**config.mk**
```make
export PLATFORM = sky130hd
export DESIGN_NAME = insn_field_decode
export DESIGN_NICKNAME = d
export VERILOG_FILES = /design/src/rtl/insn_dec_pkg.sv /design/src/rtl/insn_fields.sv /design/src/rtl/insn_ctrl.sv /design/src/rtl/insn_imm_ext.sv /design/src/rtl/insn_field_decode.sv
export SDC_FILE = /design/constraint.sdc
export NUM_CORES = 1
export LEC_CHECK = 0
export ABC_AREA = 1
export BUFFER_PORTS_ARGS = -buffer_cell sky130_fd_sc_hd__buf_2
export CORE_UTILIZATION = 38
export DETAILED_ROUTE_END_ITERATION = 10
export PLACE_DENSITY = 0.81
export SLEW_MARGIN = 10
export SYNTH_ARGS = -nofsm -noshare
export SYNTH_HDL_FRONTEND = slang
export SYNTH_HIERARCHICAL = 1
export SYNTH_SLANG_ARGS = --single-unit
```
**constraint.sdc**
```tcl
create_clock -name vclk -period 1.9
set_clock_uncertainty 0.2 [all_clocks]
set_input_delay 0.095 -clock vclk [all_inputs]
set_output_delay 0.095 -clock vclk [all_outputs]
set_load 0.005 [all_outputs]
```
**src/rtl/insn_dec_pkg.sv**
```systemverilog
package insn_dec_pkg;
  localparam int unsigned ILEN   = 32;
  localparam int unsigned OPC_W  = 6;
  localparam int unsigned REG_W  = 5;
  localparam int unsigned FN_W   = 6;
  localparam int unsigned IMM_W  = 16;
  localparam int unsigned TGT_W  = ILEN - OPC_W;
  localparam int unsigned ALU_W  = 4;
  localparam logic [REG_W-1:0] LINK_REG = '1;

  typedef enum logic [ALU_W-1:0] {
    ALU_ADD = 4'd0, ALU_SUB = 4'd1, ALU_AND = 4'd2, ALU_OR = 4'd3,
    ALU_XOR = 4'd4, ALU_NOR = 4'd5, ALU_SLT = 4'd6, ALU_SLTU = 4'd7,
    ALU_SLL = 4'd8, ALU_SRL = 4'd9, ALU_SRA = 4'd10, ALU_PASS = 4'd11
  } alu_op_e;

  typedef enum logic [1:0] {EXT_SIGN, EXT_ZERO, EXT_UPPER} ext_e;
  typedef enum logic [1:0] {DST_RT, DST_RD, DST_LINK} dst_e;
  typedef enum logic [1:0] {SZ_BYTE = 2'd0, SZ_HALF = 2'd1, SZ_WORD = 2'd2} msize_e;

  typedef struct packed {
    alu_op_e alu_op;
    logic    src_imm;
    ext_e    ext;
    dst_e    dst;
    logic    reg_we;
    logic    mem_rd;
    logic    mem_wr;
    msize_e  msize;
    logic    muns;
    logic    branch;
    logic    branch_ne;
    logic    jump;
    logic    link;
    logic    jump_reg;
    logic    illegal;
  } ctrl_t;

  localparam logic [OPC_W-1:0] OP_RTYPE = 6'd0,  OP_J    = 6'd2,  OP_JAL  = 6'd3;
  localparam logic [OPC_W-1:0] OP_BEQ   = 6'd4,  OP_BNE  = 6'd5;
  localparam logic [OPC_W-1:0] OP_ADDI  = 6'd8,  OP_ADDIU = 6'd9, OP_SLTI = 6'd10, OP_SLTIU = 6'd11;
  localparam logic [OPC_W-1:0] OP_ANDI  = 6'd12, OP_ORI  = 6'd13, OP_XORI = 6'd14, OP_LUI = 6'd15;
  localparam logic [OPC_W-1:0] OP_LB    = 6'd32, OP_LH   = 6'd33, OP_LW   = 6'd35;
  localparam logic [OPC_W-1:0] OP_LBU   = 6'd36, OP_LHU  = 6'd37;
  localparam logic [OPC_W-1:0] OP_SB    = 6'd40, OP_SH   = 6'd41, OP_SW   = 6'd43;

  localparam logic [FN_W-1:0] FN_SLL = 6'd0,  FN_SRL = 6'd2,  FN_SRA = 6'd3,  FN_JR = 6'd8;
  localparam logic [FN_W-1:0] FN_ADD = 6'd32, FN_ADDU = 6'd33, FN_SUB = 6'd34, FN_SUBU = 6'd35;
  localparam logic [FN_W-1:0] FN_AND = 6'd36, FN_OR = 6'd37, FN_XOR = 6'd38, FN_NOR = 6'd39;
  localparam logic [FN_W-1:0] FN_SLT = 6'd42, FN_SLTU = 6'd43;
endpackage

```
**src/rtl/insn_fields.sv**
```systemverilog
module insn_fields
  import insn_dec_pkg::*;
(
  input  logic [ILEN-1:0]  insn_i,
  output logic [OPC_W-1:0] opcode_o,
  output logic [REG_W-1:0] rs_o,
  output logic [REG_W-1:0] rt_o,
  output logic [REG_W-1:0] rd_o,
  output logic [REG_W-1:0] shamt_o,
  output logic [FN_W-1:0]  funct_o,
  output logic [IMM_W-1:0] imm_o,
  output logic [TGT_W-1:0] target_o
);
  localparam int unsigned RS_LSB = TGT_W - REG_W;
  localparam int unsigned RT_LSB = RS_LSB - REG_W;
  localparam int unsigned RD_LSB = RT_LSB - REG_W;
  localparam int unsigned SH_LSB = RD_LSB - REG_W;

  assign opcode_o = insn_i[ILEN-1 -: OPC_W];
  assign rs_o     = insn_i[RS_LSB +: REG_W];
  assign rt_o     = insn_i[RT_LSB +: REG_W];
  assign rd_o     = insn_i[RD_LSB +: REG_W];
  assign shamt_o  = insn_i[SH_LSB +: REG_W];
  assign funct_o  = insn_i[FN_W-1:0];
  assign imm_o    = insn_i[IMM_W-1:0];
  assign target_o = insn_i[TGT_W-1:0];
endmodule

```
**src/rtl/insn_ctrl.sv**
```systemverilog
module insn_ctrl
  import insn_dec_pkg::*;
(
  input  logic [OPC_W-1:0] opcode_i,
  input  logic [FN_W-1:0]  funct_i,
  output ctrl_t            ctrl_o
);
  ctrl_t c;

  always_comb begin
    c = '0;
    c.alu_op = ALU_ADD;
    c.ext    = EXT_SIGN;
    c.dst    = DST_RT;
    c.msize  = SZ_BYTE;
    unique case (opcode_i)
      OP_RTYPE: begin
        c.dst    = DST_RD;
        c.reg_we = 1'b1;
        unique case (funct_i)
          FN_ADD, FN_ADDU: c.alu_op = ALU_ADD;
          FN_SUB, FN_SUBU: c.alu_op = ALU_SUB;
          FN_AND:  c.alu_op = ALU_AND;
          FN_OR:   c.alu_op = ALU_OR;
          FN_XOR:  c.alu_op = ALU_XOR;
          FN_NOR:  c.alu_op = ALU_NOR;
          FN_SLT:  c.alu_op = ALU_SLT;
          FN_SLTU: c.alu_op = ALU_SLTU;
          FN_SLL:  c.alu_op = ALU_SLL;
          FN_SRL:  c.alu_op = ALU_SRL;
          FN_SRA:  c.alu_op = ALU_SRA;
          FN_JR: begin
            c.reg_we   = 1'b0;
            c.jump_reg = 1'b1;
          end
          default: c.illegal = 1'b1;
        endcase
      end
      OP_J:   c.jump = 1'b1;
      OP_JAL: begin
        c.jump   = 1'b1;
        c.link   = 1'b1;
        c.reg_we = 1'b1;
        c.dst    = DST_LINK;
      end
      OP_BEQ, OP_BNE: begin
        c.branch    = 1'b1;
        c.branch_ne = (opcode_i == OP_BNE);
        c.alu_op    = ALU_SUB;
      end
      OP_ADDI, OP_ADDIU, OP_SLTI, OP_SLTIU: begin
        c.reg_we  = 1'b1;
        c.src_imm = 1'b1;
        c.alu_op  = (opcode_i == OP_SLTI)  ? ALU_SLT  :
                    (opcode_i == OP_SLTIU) ? ALU_SLTU : ALU_ADD;
      end
      OP_ANDI, OP_ORI, OP_XORI: begin
        c.reg_we  = 1'b1;
        c.src_imm = 1'b1;
        c.ext     = EXT_ZERO;
        c.alu_op  = (opcode_i == OP_ANDI) ? ALU_AND :
                    (opcode_i == OP_ORI)  ? ALU_OR  : ALU_XOR;
      end
      OP_LUI: begin
        c.reg_we  = 1'b1;
        c.src_imm = 1'b1;
        c.ext     = EXT_UPPER;
        c.alu_op  = ALU_PASS;
      end
      OP_LB, OP_LH, OP_LW, OP_LBU, OP_LHU: begin
        c.reg_we  = 1'b1;
        c.src_imm = 1'b1;
        c.mem_rd  = 1'b1;
        c.muns    = (opcode_i == OP_LBU) || (opcode_i == OP_LHU);
        c.msize   = (opcode_i == OP_LW) ? SZ_WORD :
                    (opcode_i == OP_LH || opcode_i == OP_LHU) ? SZ_HALF : SZ_BYTE;
      end
      OP_SB, OP_SH, OP_SW: begin
        c.src_imm = 1'b1;
        c.mem_wr  = 1'b1;
        c.msize   = (opcode_i == OP_SW) ? SZ_WORD :
                    (opcode_i == OP_SH) ? SZ_HALF : SZ_BYTE;
      end
      default: c.illegal = 1'b1;
    endcase
    // illegal words carry no side effects
    if (c.illegal) begin
      c = '0;
      c.illegal = 1'b1;
      c.alu_op  = ALU_ADD;
      c.ext     = EXT_SIGN;
      c.dst     = DST_RT;
      c.msize   = SZ_BYTE;
    end
  end

  assign ctrl_o = c;

  always_comb begin
    p_illegal_quiet_r10: assert (!(ctrl_o.illegal && (ctrl_o.reg_we || ctrl_o.mem_rd ||
      ctrl_o.mem_wr || ctrl_o.branch || ctrl_o.jump || ctrl_o.link || ctrl_o.jump_reg)));
    p_mem_excl_r11: assert (!(ctrl_o.mem_rd && ctrl_o.mem_wr));
    p_xfer_excl_r11: assert ($countones({ctrl_o.branch, ctrl_o.jump, ctrl_o.jump_reg}) <= 1);
  end
endmodule

```
**src/rtl/insn_imm_ext.sv**
```systemverilog
module insn_imm_ext
  import insn_dec_pkg::*;
#(
  parameter int unsigned IN_W  = 16,
  parameter int unsigned OUT_W = 32
) (
  input  logic [IN_W-1:0]  imm_i,
  input  ext_e             ext_i,
  output logic [OUT_W-1:0] imm_o
);
  localparam int unsigned PAD_W = OUT_W - IN_W;

  always_comb begin
    unique case (ext_i)
      EXT_ZERO:  imm_o = {{PAD_W{1'b0}}, imm_i};
      EXT_UPPER: imm_o = {imm_i, {PAD_W{1'b0}}};
      default:   imm_o = {{PAD_W{imm_i[IN_W-1]}}, imm_i};
    endcase
  end
endmodule

```
**src/rtl/insn_field_decode.sv**
```systemverilog
module insn_field_decode
  import insn_dec_pkg::*;
(
  input  logic [31:0] insn_i,
  output logic [4:0]  rs_o,
  output logic [4:0]  rt_o,
  output logic [4:0]  rd_o,
  output logic [4:0]  shamt_o,
  output logic [25:0] target_o,
  output logic [31:0] imm_o,
  output logic [3:0]  alu_op_o,
  output logic        alu_src_imm_o,
  output logic        reg_we_o,
  output logic        mem_rd_o,
  output logic        mem_wr_o,
  output logic [1:0]  mem_size_o,
  output logic        mem_unsigned_o,
  output logic        branch_o,
  output logic        branch_ne_o,
  output logic        jump_o,
  output logic        link_o,
  output logic        jump_reg_o,
  output logic        illegal_o
);
  logic [OPC_W-1:0] opcode;
  logic [REG_W-1:0] rd_field;
  logic [FN_W-1:0]  funct;
  logic [IMM_W-1:0] imm16;
  ctrl_t            ctrl;

  insn_fields u_fields (
    .insn_i  (insn_i),
    .opcode_o(opcode),
    .rs_o    (rs_o),
    .rt_o    (rt_o),
    .rd_o    (rd_field),
    .shamt_o (shamt_o),
    .funct_o (funct),
    .imm_o   (imm16),
    .target_o(target_o)
  );

  insn_ctrl u_ctrl (
    .opcode_i(opcode),
    .funct_i (funct),
    .ctrl_o  (ctrl)
  );

  insn_imm_ext #(.IN_W(IMM_W), .OUT_W(ILEN)) u_ext (
    .imm_i(imm16),
    .ext_i(ctrl.ext),
    .imm_o(imm_o)
  );

  always_comb begin
    unique case (ctrl.dst)
      DST_RD:   rd_o = rd_field;
      DST_LINK: rd_o = LINK_REG;
      default:  rd_o = rt_o;
    endcase
  end

  assign alu_op_o       = ctrl.alu_op;
  assign alu_src_imm_o  = ctrl.src_imm;
  assign reg_we_o       = ctrl.reg_we;
  assign mem_rd_o       = ctrl.mem_rd;
  assign mem_wr_o       = ctrl.mem_wr;
  assign mem_size_o     = ctrl.msize;
  assign mem_unsigned_o = ctrl.muns;
  assign branch_o       = ctrl.branch;
  assign branch_ne_o    = ctrl.branch_ne;
  assign jump_o         = ctrl.jump;
  assign link_o         = ctrl.link;
  assign jump_reg_o     = ctrl.jump_reg;
  assign illegal_o      = ctrl.illegal;

  always_comb begin
    p_link_dest_r8: assert (!link_o || (rd_o == LINK_REG && reg_we_o));
    p_upper_low_zero_r4: assert (alu_op_o != ALU_PASS || imm_o[IMM_W-1:0] == '0);
    p_zext_high_zero_r3: assert (!(alu_src_imm_o && (alu_op_o == ALU_AND ||
      alu_op_o == ALU_OR || alu_op_o == ALU_XOR)) || imm_o[ILEN-1:IMM_W] == '0);
  end
endmodule

```
==> metrics.txt, run 1 <==
Die Ht=67.6 um; Net count, final=430; Worst Path Required=1600 ps; number of search-and-repair iterations in the first detailed-routing pass=4; max incr delay on CP=260 ps; final RePlAce weighted congestion=0.847; pre-CTS setup slack=-175 ps; dominant cell type by area after synthesis=sky130_fd_sc_hd__buf_4; register share of total power=0; remaining design rule violation count=0; global-route wire length before repair=7110 um; HPWL after detailed placement=3530 um; number of global-route vias before repair=1684; via total after detailed routing=2029; switching share of power=0.504; top-level port count=127; classification of the worst setup path=in2out; Synth warnings=6; Cell Area, Synth=0.00163 mm2; count of cells along the worst hold path=2; Gate power share=1.000; filler-free cell count of the finished design=442; row cnt=23; number of clock buffers in the layout=0; Pleak=0.00145 uW; most prevalent standard cell on the critical path=sky130_fd_sc_hd__nand2_1; area of the placeable core=0.00406 mm2; number of antenna violations at the first check in global routing=0; max_cap viols=0; maximum vdd ir drop=0.102 mV; worst path setup slack after routing=-16.6 ps; type of the worst min-delay path=in2out; net count after synthesis=333; arrival time of data at the critical path endpoint=1620 ps; Max Transition Viols Final=0; register area share after synthesis=0; number of antenna-violating nets in the routed design=0; biggest area contributors in the synthesized netlist=sky130_fd_sc_hd__buf_4 (34%), sky130_fd_sc_hd__nand2_1 (13%), sky130_fd_sc_hd__nand3_1 (11%); final cell utilization of the core=0.602; Diodes inserted=0; measured slew at the worst slew-check pin=393 ps; hold_ws=186 ps; Crit path max-delay family=simple AND/OR/NAND/NOR gates; layout cells sized above 1=0.599; Post-Syn Instances=297; number of library cell types mapped by synthesis=22; unrepaired setup endpoints after global routing=true; Chip Width=67.6 um; critical-path cell with the highest stage delay=sky130_fd_sc_hd__ha_4; sequential cell count of the final layout=0; startpoint type of the worst setup path=input pin; number of DRC markers after the initial detailed-route iteration=92; failing checks=setup timing; per-cell routed wire length=10.7 um; count of endpoints failing setup in the final report=4; switching power of the nets=223 uW; maximum number of pins on one net before global-route repair=17; Power Density=182 mW/mm2; critical path peak fanout=5; clock network power share=0; CP Depth=16; overall track demand over capacity in global routing=0.194; Die Outline Area=0.00457 mm2; run status=finished, violations left; cells along the critical path=buf_2 -> inv_2 -> nand2_4 -> nor2_4 -> nand2_1 -> nand2_1 -> nor2_1 -> nand2_1 -> nand2_4 -> nor2_4 -> inv_2 -> ha_4 -> inv_6 -> nor2_2 -> a21oi_1 -> buf_2; shortest period the worst path allows=1920 ps; Total Routed Length=4750 um; global route overflow=0; vias per cell=4.59; Syn-to-layout area delta=49.5%; number of endpoints with negative hold slack in the final report=0; commonest non-fill, non-tap cell in the layout=sky130_fd_sc_hd__buf_2; final sum of negative setup slack=-37.8 ps; Avg Cell Area, Syn=5.50 um2; Buffers & Inverters on Critical Path=5; combined flip-flop and latch cell area=0 um2; area share of the leading cell type in the synthesized netlist=0.345; top library cells by usage in the layout, fill and taps aside=sky130_fd_sc_hd__buf_2 (104), sky130_fd_sc_hd__buf_4 (57), sky130_fd_sc_hd__nand2_1 (46); max_slew headroom=0.734; total of buffers placed on input and output ports=112; Period Utilization, post-route=1.01; internal power=220 uW; placed cell count=424; Initial Util=0.403; highest attainable clock frequency=522 MHz; capturing element type of the critical path=primary output
[synthesized netlist by cell type]
cell / number
sky130_fd_sc_hd__nor2_4: 5
sky130_fd_sc_hd__nand2_1: 55
sky130_fd_sc_hd__nand3_2: 3
sky130_fd_sc_hd__inv_2: 7
sky130_fd_sc_hd__buf_6: 5
sky130_fd_sc_hd__nor3_1: 1
sky130_fd_sc_hd__a2111oi_0: 1
sky130_fd_sc_hd__nand2_2: 3
sky130_fd_sc_hd__nand3_1: 35
sky130_fd_sc_hd__o22ai_1: 1
sky130_fd_sc_hd__buf_4: 75
sky130_fd_sc_hd__ha_1: 4
sky130_fd_sc_hd__o311ai_0: 1
sky130_fd_sc_hd__a21oi_1: 6
sky130_fd_sc_hd__clkbuf_2: 1
sky130_fd_sc_hd__o21ai_0: 1
sky130_fd_sc_hd__nand4_1: 3
sky130_fd_sc_hd__nor4_1: 1
sky130_fd_sc_hd__inv_1: 39
sky130_fd_sc_hd__nor2_1: 45
sky130_fd_sc_hd__nor2_2: 4
sky130_fd_sc_hd__nand3_4: 1
[stage by stage]
stage                     instance area, um2  total power, uW
after floorplan                         1640              271
after CTS                               2340              417
final                                   2440              443
after global placement                  1990              350
after global routing                    2440              491
after detailed placement                1990              355
[power by group through the flow]
stage	clock network, uW	logic [uW]	registers [uW]
final	0	443	0
after CTS	0	417	0
after global placement	0	350	0
after global routing	0	491	0
after floorplan	0	271	0
after detailed placement	0	355	0
[path summary, 6_finish.rpt]
path	startpoint	to
min	insn_i[18]	target_o[18]
max	insn_i[4]	rd_o[4]
[cell type report]
type | count | area (um2)
well taps | 50 | 62.6
repair buffers | 175 | 1120
fillers | 379 | 1620
inverters | 46 | 188
repair inverters | 1 | 7.51
multi-input cells | 170 | 1060
[kinds of logic after synthesis]
logic type / share of synthesized area
AOI/OAI and AO/OA: 0.0360
adders and majority gates: 0.0306
buffers and inverters: 0.488
and+or+nand+nor: 0.446
[timing repair]
item	4_1_cts	5_1_grt
gates cloned	1	0
hold endpoints to repair	10	0
gates resized for setup	54	28
buffers inserted	9	3
hold buffers	5	0
pin swaps	20	14
setup endpoints to repair	35	37
[layer usage]
layer	wire (um)	global-route usage	share of wire	up-vias
met5	0	0	0	-
met4	14	0.0133	0.0029	0
met3	263	0.00338	0.055	2
met2	2540	0.407	0.54	81
met1	1920	0.219	0.41	915
li1	-	-	-	1031
Note: power is estimated with default switching activity, not from simulation.
==> run 2: changes to the inputs <==
PLACE_DENSITY = 0.85   (was 0.81)
SYNTH_HIERARCHICAL = unset   (was 1)
clock period = 2.2 ns   (was 1.9 ns; I/O delays follow)
==> run 2 against run 1 <==
The flow now finishes without violations; power down 44%; area after synthesis is 23% lower; utilization down 9.1 points; sequential share of layout area unchanged; hold slack worse by 170 ps; non-clock buffer count fell by 60; first-iteration DRC count down 36%; flip-flop and latch count unchanged; clock-buffer cell count unchanged; wire length is 22% lower; critical path depth decreased by 7; critical endpoint is now imm_o[28]; largest power group unchanged; highest routed layer is now met3.
==> metrics.txt, run 2 <==
Worst Path Required=1890 ps; Die Ht=59.4 um; net count after synthesis=290; sequential cell count of the final layout=0; number of antenna-violating nets in the routed design=0; vias per cell=4.73; run status=complete, no violations; Syn-to-layout area delta=25.6%; Max Transition Viols Final=0; Avg Cell Area, Syn=4.93 um2; dominant cell type by area after synthesis=sky130_fd_sc_hd__buf_4; per-cell routed wire length=10.1 um; area of the placeable core=0.00308 mm2; critical path peak fanout=16; number of library cell types mapped by synthesis=17; number of DRC markers after the initial detailed-route iteration=59; remaining design rule violation count=0; Cell Area, Synth=0.00125 mm2; global-route wire length before repair=5250 um; maximum number of pins on one net before global-route repair=17; final RePlAce weighted congestion=0.950; Setup Fix Bufs, Post-CTS=0; commonest non-fill, non-tap cell in the layout=sky130_fd_sc_hd__buf_2; type of the worst min-delay path=in2out; max_slew headroom=0.746; Pleak=0.00108 uW; worst path setup slack after routing=183 ps; biggest area contributors in the synthesized netlist=sky130_fd_sc_hd__buf_4 (25%), sky130_fd_sc_hd__nand2_1 (14%), sky130_fd_sc_hd__nor2_1 (13%); Die Outline Area=0.00353 mm2; shortest period the worst path allows=2020 ps; top-level port count=127; unrepaired setup endpoints after global routing=false; Period Utilization, post-route=0.917; Synth warnings=0; filler cell count=345; capturing element type of the critical path=primary output; arrival time of data at the critical path endpoint=1710 ps; top library cells by usage in the layout, fill and taps aside=sky130_fd_sc_hd__buf_2 (112), sky130_fd_sc_hd__nand2_1 (45), sky130_fd_sc_hd__nor2_1 (42); Diodes inserted=0; summed area of non-filler cells in the final layout=0.00157 mm2; Power Density=157 mW/mm2; row cnt=20; register area share after synthesis=0; Post-Syn Instances=254; Net count, final=361; leading cell types by count after synthesis=sky130_fd_sc_hd__nand2_1 (46), sky130_fd_sc_hd__nor2_1 (45), sky130_fd_sc_hd__buf_4 (42); via total after detailed routing=1735; final sum of negative setup slack=0 ps; count of endpoints failing setup in the final report=0; global route overflow=0; max_cap viols=0; number of antenna violations at the first check in global routing=0; cell area after placement=0.00156 mm2; number of endpoints with negative hold slack in the final report=0; number of clock buffers in the layout=0; maximum vdd ir drop=0.0725 mV; pre-CTS setup slack=137 ps; Initial Util=0.407; measured slew at the worst slew-check pin=380 ps; startpoint type of the worst setup path=input pin; total of buffers placed on input and output ports=112; multi-input combinational cell area=781 um2; number of search-and-repair iterations in the first detailed-routing pass=4; HPWL after detailed placement=3150 um; combined flip-flop and latch cell area=0 um2; number of global-route vias before repair=1274; count of cells along the worst hold path=0; Total Routed Length=3720 um; hold_ws=20.0 ps; most frequent cell after synthesis=sky130_fd_sc_hd__nand2_1; highest attainable clock frequency=496 MHz; classification of the worst setup path=in2out; Chip Width=59.4 um; area share of the leading cell type in the synthesized netlist=0.252; layout cells sized above 1=0.390; overall track demand over capacity in global routing=0.183
## run 2: kinds of logic after synthesis
kind of cell               count (synthesis)  synth area share
buffers and inverters                     87             0.387
adders and majority gates                  4            0.0400
AOI/OAI and AO/OA                         34             0.141
and+or+nand+nor                          129             0.433
## run 2: per-stage QoR
stage	std cells	util	power (uW)
final	367	0.511	247
after floorplan	254	-	164
after global placement	367	0.507	241
after CTS	367	0.507	246
after detailed placement	367	0.507	245
after global routing	367	0.511	279
## run 2: critical path, stage by stage
cell and delay (ps):
sky130_fd_sc_hd__buf_2 150, sky130_fd_sc_hd__inv_1 120, sky130_fd_sc_hd__nor2_1 160, sky130_fd_sc_hd__nand3_1 150
sky130_fd_sc_hd__nand2_1 120, sky130_fd_sc_hd__ha_1 260, sky130_fd_sc_hd__nand2_1 310, sky130_fd_sc_hd__o21ai_0 160
sky130_fd_sc_hd__buf_2 150
## run 2: path summary, 6_finish.rpt
path,startpoint,end,slack (ps)
min,insn_i[21],rs_o[0],20
max,insn_i[27],imm_o[28],180
## run 2: metal layers
layer	GRT usage	routed length, um
met2	0.372	1870
met1	0.214	1510
met4	0.00340	0
met3	0.0109	339
met5	0	0
## run 2: cell type report
cell class | count | area share
well taps | 44 | 0.0350
inverters | 41 | 0.0979
multi-input cells | 167 | 0.496
repair buffers | 115 | 0.371
## run 2: timing repair
| action | CTS | global route |
|---|---|---|
| endpoints found under the setup margin | 0 | 18 |
| hold buffers | 0 | 0 |
| resized for setup | 0 | 5 |
## run 2: power by group
part	switching, uW	internal (uW)
clock network	0	0
logic	139	108
registers	0	0
